File: src/rtl/hcr_pkg.sv
package hcr_pkg;

    typedef enum logic [2:0] {
        ST_IDLE,
        ST_DIFF,
        ST_START,
        ST_ROOT,
        ST_EMIT
    } est_state_e;

    typedef enum logic {
        SQ_WAIT,
        SQ_STEP
    } sq_state_e;

endpackage

File: src/rtl/hcr_window.sv
module hcr_window #(
    parameter int SAMPLE_W = 8,
    parameter int WIN      = 64,
    localparam int LOG2_WIN = $clog2(WIN),
    localparam int SUM_W    = SAMPLE_W + LOG2_WIN,
    localparam int SQ_W     = 2 * SAMPLE_W + LOG2_WIN
) (
    input  logic                clk,
    input  logic                rst_n,
    input  logic                smp_stb,
    input  logic [SAMPLE_W-1:0] smp_code,
    output logic                win_full,
    output logic [SUM_W-1:0]    sum_o,
    output logic [SQ_W-1:0]     sumsq_o
);

    localparam int FILL_W = LOG2_WIN + 1;
    localparam int MAXV   = (1 << SAMPLE_W) - 1;

    logic [SAMPLE_W-1:0]   mem_q [WIN];
    logic [LOG2_WIN-1:0]   wr_ptr_q;
    logic [FILL_W-1:0]     fill_q;
    logic [SUM_W-1:0]      sum_q;
    logic [SQ_W-1:0]       sumsq_q;

    logic [SAMPLE_W-1:0]   old_code;
    logic [2*SAMPLE_W-1:0] new_sq;
    logic [2*SAMPLE_W-1:0] old_sq;

    always_comb begin
        old_code = mem_q[wr_ptr_q];
        new_sq   = smp_code * smp_code;
        old_sq   = old_code * old_code;
    end

    always_ff @(posedge clk) begin
        if (!rst_n) begin
            for (int i = 0; i < WIN; i++) begin
                mem_q[i] <= '0;
            end
            wr_ptr_q <= '0;
            fill_q   <= '0;
            sum_q    <= '0;
            sumsq_q  <= '0;
        end else if (smp_stb) begin
            mem_q[wr_ptr_q] <= smp_code;
            wr_ptr_q        <= wr_ptr_q + 1'b1;
            sum_q           <= sum_q + SUM_W'(smp_code) - SUM_W'(old_code);
            sumsq_q         <= sumsq_q + SQ_W'(new_sq) - SQ_W'(old_sq);
            if (fill_q != FILL_W'(WIN)) begin
                fill_q <= fill_q + 1'b1;
            end
        end
    end

    assign win_full = (fill_q == FILL_W'(WIN));
    assign sum_o    = sum_q;
    assign sumsq_o  = sumsq_q;

    AST_FILL_CAP: assert property (@(posedge clk) disable iff (!rst_n)
        fill_q <= FILL_W'(WIN));
    AST_SUM_RANGE: assert property (@(posedge clk) disable iff (!rst_n)
        sum_q <= SUM_W'(WIN * MAXV));
    AST_SUM_IDLE: assert property (@(posedge clk) disable iff (!rst_n)
        !smp_stb |=> $stable(sum_q) && $stable(sumsq_q));

endmodule

File: src/rtl/hcr_isqrt.sv
module hcr_isqrt #(
    parameter int ROOT_W = 14,
    localparam int RAD_W = 2 * ROOT_W,
    localparam int CNT_W = $clog2(ROOT_W) + 1
) (
    input  logic              clk,
    input  logic              rst_n,
    input  logic              start,
    input  logic [RAD_W-1:0]  radicand,
    output logic              done,
    output logic [ROOT_W-1:0] root
);

    import hcr_pkg::*;

    sq_state_e          sq_state_q, sq_state_d;
    logic [RAD_W-1:0]   rad_q;
    logic [RAD_W-1:0]   op_q;
    logic [RAD_W-1:0]   res_q;
    logic [RAD_W-1:0]   one_q;
    logic [CNT_W-1:0]   cnt_q;
    logic               done_q;
    logic [RAD_W-1:0]   trial;
    logic               last_step;

    always_comb begin
        trial     = res_q + one_q;
        last_step = (cnt_q == CNT_W'(ROOT_W - 1));
    end

    always_comb begin
        sq_state_d = sq_state_q;
        unique case (sq_state_q)
            SQ_WAIT: if (start)     sq_state_d = SQ_STEP;
            SQ_STEP: if (last_step) sq_state_d = SQ_WAIT;
            default:                sq_state_d = SQ_WAIT;
        endcase
    end

    always_ff @(posedge clk) begin
        if (!rst_n) begin
            sq_state_q <= SQ_WAIT;
        end else begin
            sq_state_q <= sq_state_d;
        end
    end

    always_ff @(posedge clk) begin
        if (!rst_n) begin
            rad_q  <= '0;
            op_q   <= '0;
            res_q  <= '0;
            one_q  <= '0;
            cnt_q  <= '0;
            done_q <= 1'b0;
        end else begin
            done_q <= 1'b0;
            if (sq_state_q == SQ_WAIT && start) begin
                rad_q <= radicand;
                op_q  <= radicand;
                res_q <= '0;
                one_q <= RAD_W'(1) << (RAD_W - 2);
                cnt_q <= '0;
            end else if (sq_state_q == SQ_STEP) begin
                if (op_q >= trial) begin
                    op_q  <= op_q - trial;
                    res_q <= (res_q >> 1) + one_q;
                end else begin
                    res_q <= res_q >> 1;
                end
                one_q <= one_q >> 2;
                cnt_q <= cnt_q + 1'b1;
                if (last_step) begin
                    done_q <= 1'b1;
                end
            end
        end
    end

    assign done = done_q;
    assign root = res_q[ROOT_W-1:0];

    logic [RAD_W:0] root_sq_lo;
    logic [RAD_W:0] root_sq_hi;
    always_comb begin
        root_sq_lo = (RAD_W+1)'(root) * (RAD_W+1)'(root);
        root_sq_hi = ((RAD_W+1)'(root) + 1'b1) * ((RAD_W+1)'(root) + 1'b1);
    end

    AST_ROOT_EXACT: assert property (@(posedge clk) disable iff (!rst_n)
        done_q |-> (root_sq_lo <= {1'b0, rad_q}) && (root_sq_hi > {1'b0, rad_q}));
    AST_DONE_PULSE: assert property (@(posedge clk) disable iff (!rst_n)
        done_q |=> !done_q);

endmodule

File: src/rtl/hc_rms_est.sv
module hc_rms_est #(
    parameter int SAMPLE_W = 8,
    parameter int WIN      = 64
) (
    input  logic                clk,
    input  logic                rst_n,
    input  logic                smp_stb,
    input  logic [SAMPLE_W-1:0] smp_code,
    input  logic                zc_stb,
    output logic [SAMPLE_W-1:0] rms_out,
    output logic                rms_valid,
    output logic                busy
);

    import hcr_pkg::*;

    localparam int LOG2_WIN = $clog2(WIN);
    localparam int SUM_W    = SAMPLE_W + LOG2_WIN;
    localparam int SQ_W     = 2 * SAMPLE_W + LOG2_WIN;
    localparam int ROOT_W   = SAMPLE_W + LOG2_WIN;
    localparam int RAD_W    = 2 * ROOT_W;

    logic              win_full;
    logic [SUM_W-1:0]  sum_w;
    logic [SQ_W-1:0]   sumsq_w;

    est_state_e        state_q, state_d;
    logic [RAD_W-1:0]  diff_q;
    logic [SAMPLE_W-1:0] rms_q;
    logic              sq_start;
    logic              sq_done;
    logic [ROOT_W-1:0] sq_root;

    logic [RAD_W-1:0]  scaled_sq;
    logic [RAD_W-1:0]  mean_term;
    logic [RAD_W-1:0]  diff_d;

    hcr_window #(
        .SAMPLE_W (SAMPLE_W),
        .WIN      (WIN)
    ) u_window (
        .clk      (clk),
        .rst_n    (rst_n),
        .smp_stb  (smp_stb),
        .smp_code (smp_code),
        .win_full (win_full),
        .sum_o    (sum_w),
        .sumsq_o  (sumsq_w)
    );

    hcr_isqrt #(
        .ROOT_W (ROOT_W)
    ) u_isqrt (
        .clk      (clk),
        .rst_n    (rst_n),
        .start    (sq_start),
        .radicand (diff_q),
        .done     (sq_done),
        .root     (sq_root)
    );

    // Scaled variance: WIN*sum(x^2) - (sum x)^2, clamped at zero.
    always_comb begin
        scaled_sq = {sumsq_w, {LOG2_WIN{1'b0}}};
        mean_term = RAD_W'(sum_w) * RAD_W'(sum_w);
        diff_d    = (scaled_sq >= mean_term) ? (scaled_sq - mean_term) : '0;
    end

    always_comb begin
        state_d = state_q;
        unique case (state_q)
            ST_IDLE:  if (zc_stb && win_full) state_d = ST_DIFF;
            ST_DIFF:  state_d = ST_START;
            ST_START: state_d = ST_ROOT;
            ST_ROOT:  if (sq_done) state_d = ST_EMIT;
            ST_EMIT:  state_d = ST_IDLE;
            default:  state_d = ST_IDLE;
        endcase
    end

    always_ff @(posedge clk) begin
        if (!rst_n) begin
            state_q <= ST_IDLE;
        end else begin
            state_q <= state_d;
        end
    end

    always_ff @(posedge clk) begin
        if (!rst_n) begin
            diff_q <= '0;
            rms_q  <= '0;
        end else begin
            if (state_q == ST_DIFF) begin
                diff_q <= diff_d;
            end
            if (state_q == ST_ROOT && sq_done) begin
                rms_q <= sq_root[ROOT_W-1 -: SAMPLE_W];
            end
        end
    end

    always_comb begin
        busy      = (state_q != ST_IDLE);
        rms_valid = (state_q == ST_EMIT);
        sq_start  = (state_q == ST_START);
    end

    assign rms_out = rms_q;

    AST_START_FULL: assert property (@(posedge clk) disable iff (!rst_n)
        $rose(busy) |-> win_full);
    AST_START_CAUSE: assert property (@(posedge clk) disable iff (!rst_n)
        $rose(busy) |-> $past(zc_stb));
    AST_VALID_PULSE: assert property (@(posedge clk) disable iff (!rst_n)
        rms_valid |=> !rms_valid && !busy);
    AST_OUT_HOLD: assert property (@(posedge clk) disable iff (!rst_n)
        !$stable(rms_out) |-> rms_valid);
    AST_SNAPSHOT_HELD: assert property (@(posedge clk) disable iff (!rst_n)
        (state_q == ST_ROOT) |-> $stable(diff_q));

endmodule

File: config.mk
export PLATFORM = sky130hd
export DESIGN_NAME = hc_rms_est
export DESIGN_NICKNAME = d
export VERILOG_FILES = /design/src/rtl/hcr_pkg.sv /design/src/rtl/hcr_window.sv /design/src/rtl/hcr_isqrt.sv /design/src/rtl/hc_rms_est.sv
export SDC_FILE = /design/constraint.sdc
export NUM_CORES = 2
export LEC_CHECK = 0
export ABC_AREA = 1
export CAP_MARGIN = 20
export CORE_UTILIZATION = 40
export CTS_CLUSTER_DIAMETER = 60
export DETAILED_ROUTE_END_ITERATION = 8
export PLACE_DENSITY_LB_ADDON = 0.05
export SLEW_MARGIN = 20
export SYNTH_ARGS = -nofsm -noshare
export SYNTH_HDL_FRONTEND = slang
export SYNTH_SLANG_ARGS = --single-unit
File: constraint.sdc
create_clock -name clk -period 16.8 [get_ports clk]
set_input_delay 5.04 -clock clk [delete_from_list [all_inputs] [get_ports clk]]
set_output_delay 5.04 -clock clk [all_outputs]
set_load 0.02 [all_outputs]
==> metrics.txt <==
# TYPE chip_impl_metric gauge
chip_impl_metric{name="port_buffers",unit=""} 21
chip_impl_info{name="yosysMostFrequentCell",value="sky130_fd_sc_hd__nor2_1"} 1
chip_impl_metric{name="clock.fmax",unit="MHz"} 94.8
chip_impl_metric{name="ys_ff_latch",unit=""} 682
chip_impl_metric{name="worst_ep_required_time",unit="ns"} 17.34
chip_impl_metric{name="worst_margin_pin_slew",unit="ns"} 1.07
chip_impl_metric{name="pre_cts_ws",unit="ns"} 5.64
chip_impl_metric{name="critPathMaxStageDelay",unit="ns"} 0.83
chip_impl_metric{name="nets",unit=""} 5856
chip_impl_metric{name="wire_length_of_the_first_global_routing_pass",unit="um"} 213000
chip_impl_metric{name="synth_largest_type_area_fraction",unit="%"} 33.6
chip_impl_metric{name="ports_placed_on_the_boundary",unit=""} 22
chip_impl_metric{name="synth.cell_area",unit="um^2"} 45800
chip_impl_metric{name="core_rows",unit=""} 123
chip_impl_metric{name="postSynth.asyncResetShare",unit="%"} 0
chip_impl_metric{name="critPathBufInv",unit=""} 8
chip_impl_metric{name="postCtsResizedCells",unit=""} 0
chip_impl_metric{name="grt_antenna_before_repair",unit=""} 2
chip_impl_metric{name="min_period_over_period",unit="%"} 62.8
chip_impl_metric{name="final.min_clock_period",unit="ns"} 10.54
chip_impl_metric{name="setup_violations",unit=""} 0
chip_impl_metric{name="slew-limit-headroom",unit="%"} 28.7
chip_impl_metric{name="worst_setup_hold_path_clk_slew",unit="ns"} 0.05
chip_impl_metric{name="drcViolationCount",unit=""} 0
chip_impl_metric{name="vias_per_cell",unit=""} 5.26
chip_impl_metric{name="total_length_of_routed_wires",unit="um"} 136000
chip_impl_info{name="synth_top_cells_by_area",value="sky130_fd_sc_hd__edfxtp_1 (34%), sky130_fd_sc_hd__fa_1 (9.6%), sky130_fd_sc_hd__nor2_1 (8.6%)"} 1
chip_impl_metric{name="critical_path_peak_fanout",unit=""} 14
chip_impl_metric{name="worst_skew_pair.late_latency",unit="ns"} 0.66
chip_impl_info{name="critical_path.slowest_cell",value="sky130_fd_sc_hd__clkdlybuf4s50_1"} 1
chip_impl_metric{name="final_tns_setup",unit="ns"} 0
chip_impl_metric{name="ant_nets",unit=""} 0
chip_impl_metric{name="cts.path.max_buffers",unit=""} 3
chip_impl_metric{name="seqCellArea",unit="um^2"} 18800
chip_impl_metric{name="wire_per_inst",unit="um"} 19.6
chip_impl_metric{name="min_delay_path_depth",unit=""} 1
chip_impl_metric{name="gr-usage-all-layers",unit="%"} 23.5
chip_impl_metric{name="cts.sinks",unit=""} 682
chip_impl_metric{name="cts_inserted_buffers",unit=""} 88
chip_impl_info{name="gate_family_responsible_for_the_most_delay_along_the_worst_path",value="adder cells"} 1
chip_impl_metric{name="synth_area_per_cell",unit="um^2"} 8.39
chip_impl_metric{name="worst_r2r_path_depth",unit=""} 34
chip_impl_metric{name="yosysWarningCount",unit=""} 0
chip_impl_metric{name="dpl.hpwl",unit="um"} 94400
chip_impl_metric{name="synth_cell_type_count",unit=""} 56
chip_impl_metric{name="die-width",unit="um"} 340
chip_impl_metric{name="layout-area-overhead-vs-synth",unit="%"} 9.29
chip_impl_info{name="worstSetupPathType",value="in2reg"} 1
chip_impl_metric{name="design.die.area",unit="um^2"} 116000
chip_impl_metric{name="layout_setup_ws",unit="ns"} 6.26
chip_impl_metric{name="core_area",unit="um^2"} 113000
chip_impl_metric{name="h-tree-depth",unit=""} 3
chip_impl_info{name="cts_tree",value="done"} 1
chip_impl_info{name="timing.critical_path.from_type",value="primary input"} 1
chip_impl_info{name="cts_root_buf",value="sky130_fd_sc_hd__clkbuf_16"} 1
chip_impl_metric{name="routability_driven_placement_congestion_ratio",unit=""} 0.846
chip_impl_metric{name="synthCells",unit=""} 5458
chip_impl_info{name="rsz0062_at_grt",value="false"} 1
chip_impl_info{name="crit_top_cell",value="sky130_fd_sc_hd__inv_1"} 1
chip_impl_metric{name="globalRoute.totalOverflow",unit=""} 0
chip_impl_metric{name="grt_max_degree",unit=""} 173
chip_impl_metric{name="timing_max_transition_violations_final",unit=""} 0
chip_impl_metric{name="fin_worst_skew",unit="ns"} 0.0221
chip_impl_info{name="hold_path.class",value="reg2reg"} 1
chip_impl_metric{name="chipHeight",unit="um"} 340
chip_impl_metric{name="first_global_vias",unit=""} 36400
chip_impl_info{name="yosysTopAreaCell",value="sky130_fd_sc_hd__edfxtp_1"} 1
chip_impl_metric{name="synth-edff-count",unit=""} 512
chip_impl_info{name="min_to",value="u_window.fill_q[6]"} 1
chip_impl_metric{name="dr_total_vias",unit=""} 36455
chip_impl_info{name="min-delay-start",value="u_window.fill_q[6]"} 1
chip_impl_metric{name="crit_arrival",unit="ns"} 11.08
chip_impl_metric{name="syn-num-nets",unit=""} 5957
chip_impl_info{name="r2r_end",value="u_window.sumsq_o[17]"} 1
chip_impl_info{name="end_kind",value="register"} 1
chip_impl_metric{name="r2r_slack",unit="ns"} 8.00
chip_impl_metric{name="timing.final.hold_violations",unit=""} 0
chip_impl_metric{name="placed_cells",unit=""} 6767
chip_impl_metric{name="detailedRoute.firstIterationViolations",unit=""} 2616
chip_impl_metric{name="firstDrtPassIters",unit=""} 5
chip_impl_metric{name="yosysSeqAreaShare",unit="%"} 41.0
chip_impl_metric{name="post-cts-setup-buffers",unit=""} 0
chip_impl_metric{name="finalNonFillerCells",unit=""} 6929
chip_impl_metric{name="timing.max_cap.violations",unit=""} 0
chip_impl_metric{name="n_fill_cell",unit=""} 11460
chip_impl_info{name="commonest_cells_in_the_netlist",value="sky130_fd_sc_hd__nor2_1 (1049), sky130_fd_sc_hd__nand2_1 (870), sky130_fd_sc_hd__inv_1 (655), sky130_fd_sc_hd__edfxtp_1 (512), sky130_fd_sc_hd__o21ai_0 (489)"} 1
chip_impl_info{name="dominantRegCellSynth",value="sky130_fd_sc_hd__edfxtp_1"} 1
chip_impl_metric{name="area_used_by_multi_input_combinational_logic",unit="um^2"} 23400
chip_impl_metric{name="finish.utilization",unit="%"} 44.3
chip_impl_metric{name="layout-drive-gt1-share",unit="%"} 4.51
chip_impl_info{name="outcome",value="finished, final reports clean"} 1
chip_impl_metric{name="hold_fix_buffers_at_cts",unit=""} 0
chip_impl_metric{name="start_util",unit="%"} 40.6
==> cell usage in the layout, fill, tap and decap left out, types with 8 or more instances in the layout <==
cell,count
sky130_fd_sc_hd__o22ai_1,114
sky130_fd_sc_hd__o211ai_1,58
sky130_fd_sc_hd__o221ai_1,29
sky130_fd_sc_hd__or2_2,9
sky130_fd_sc_hd__xnor2_1,58
sky130_fd_sc_hd__clkinvlp_4,9
sky130_fd_sc_hd__fa_1,219
sky130_fd_sc_hd__ha_1,268
sky130_fd_sc_hd__a21o_1,11
sky130_fd_sc_hd__nand3b_1,12
sky130_fd_sc_hd__clkinv_1,8
sky130_fd_sc_hd__o21ai_1,9
sky130_fd_sc_hd__edfxtp_1,512
sky130_fd_sc_hd__clkbuf_16,90
sky130_fd_sc_hd__dfxtp_1,166
sky130_fd_sc_hd__buf_4,45
sky130_fd_sc_hd__o21a_1,11
sky130_fd_sc_hd__o21bai_1,13
sky130_fd_sc_hd__nand2_2,14
sky130_fd_sc_hd__clkinv_2,19
sky130_fd_sc_hd__nand3_1,140
sky130_fd_sc_hd__nor2_1,1046
sky130_fd_sc_hd__nand4_1,35
sky130_fd_sc_hd__nor3_1,48
sky130_fd_sc_hd__a31oi_1,12
sky130_fd_sc_hd__clkdlybuf4s50_1,20
sky130_fd_sc_hd__xor2_1,66
sky130_fd_sc_hd__clkbuf_1,21
sky130_fd_sc_hd__inv_1,646
sky130_fd_sc_hd__o21ai_0,489
sky130_fd_sc_hd__nand2_1,869
sky130_fd_sc_hd__a21oi_1,269
==> area by class of cell <==
type	instances	area share (%)
sequential	682	37.5
timing repair buffer	66	1.11
inverter	665	5.02
tap	1500	3.75
antenna	2	0.0100
clock inverter	46	1.01
clock buffer	114	4.74
multi-input combinational	3854	46.8
==> how the worst max path moves through the flow <==
stage | startpoint | to | slack, ns | cells past startpoint
after floorplan | smp_code[1] | u_window.sumsq_o[17] | 6.82 | 24
after global placement | smp_code[3] | u_window.sumsq_o[17] | 5.65 | 26
after detailed placement | smp_code[3] | u_window.sumsq_o[17] | 5.64 | 26
after CTS | smp_code[3] | u_window.sumsq_o[17] | 6.33 | 26
after global routing | smp_code[3] | u_window.sumsq_o[17] | 5.94 | 26
final | smp_code[3] | u_window.sumsq_o[17] | 6.26 | 26
==> stage by stage <==
stage                     hold slack (ns)  instance area, um^2
after floorplan                     0.423                45800
after global placement              0.453                47200
after detailed placement            0.449                47200
after CTS                           0.457                50100
after global routing                0.466                50100
final                               0.454                50100
==> layer usage <==
layer | vias up | wire (um) | part of all wire [%] | global-route usage, %
met1 | 17692 | 62200 | 46 | 31.7
li1 | 17859 | - | - | -
met5 | - | 0 | 0 | 0
met4 | 0 | 3100 | 2.3 | 6.19
met3 | 159 | 5820 | 4.3 | 3.02
met2 | 745 | 65000 | 48 | 39.8
==> logic make-up (layout without fill, tap and decap cells) <==
family                     after synthesis  count (layout)  share of synthesized area [%]
and+or+nand+nor                       2203            2203                           19.2
AOI/OAI and AO/OA                     1038            1038                           12.6
buffers and inverters                  922             891                           7.85
DFF                                    682             682                           41.0
adders and majority gates              487             487                           16.9
xor gates and xnor gates               124             124                           2.37
muxes                                    2               2                         0.0437
other                                    0               2                              0
==> flip-flops by register name, indices dropped and copies added, names as in the netlist, named ones only <==
signal and cells:
u_isqrt.sq_state_q 1, u_window.fill_q 7, u_isqrt.res_q 28, u_window.sum_o 14, u_window.wr_ptr_q 6, u_window.sumsq_o 22, rms_out 8, state_q 3
u_isqrt.cnt_q 5, u_isqrt.one_q 14, u_isqrt.op_q 28, u_window.mem_q 512, diff_q 27, u_isqrt.done 1
Power is not shown: default switching activity piles up to over one toggle a cycle in this logic, so the estimate is an artifact.
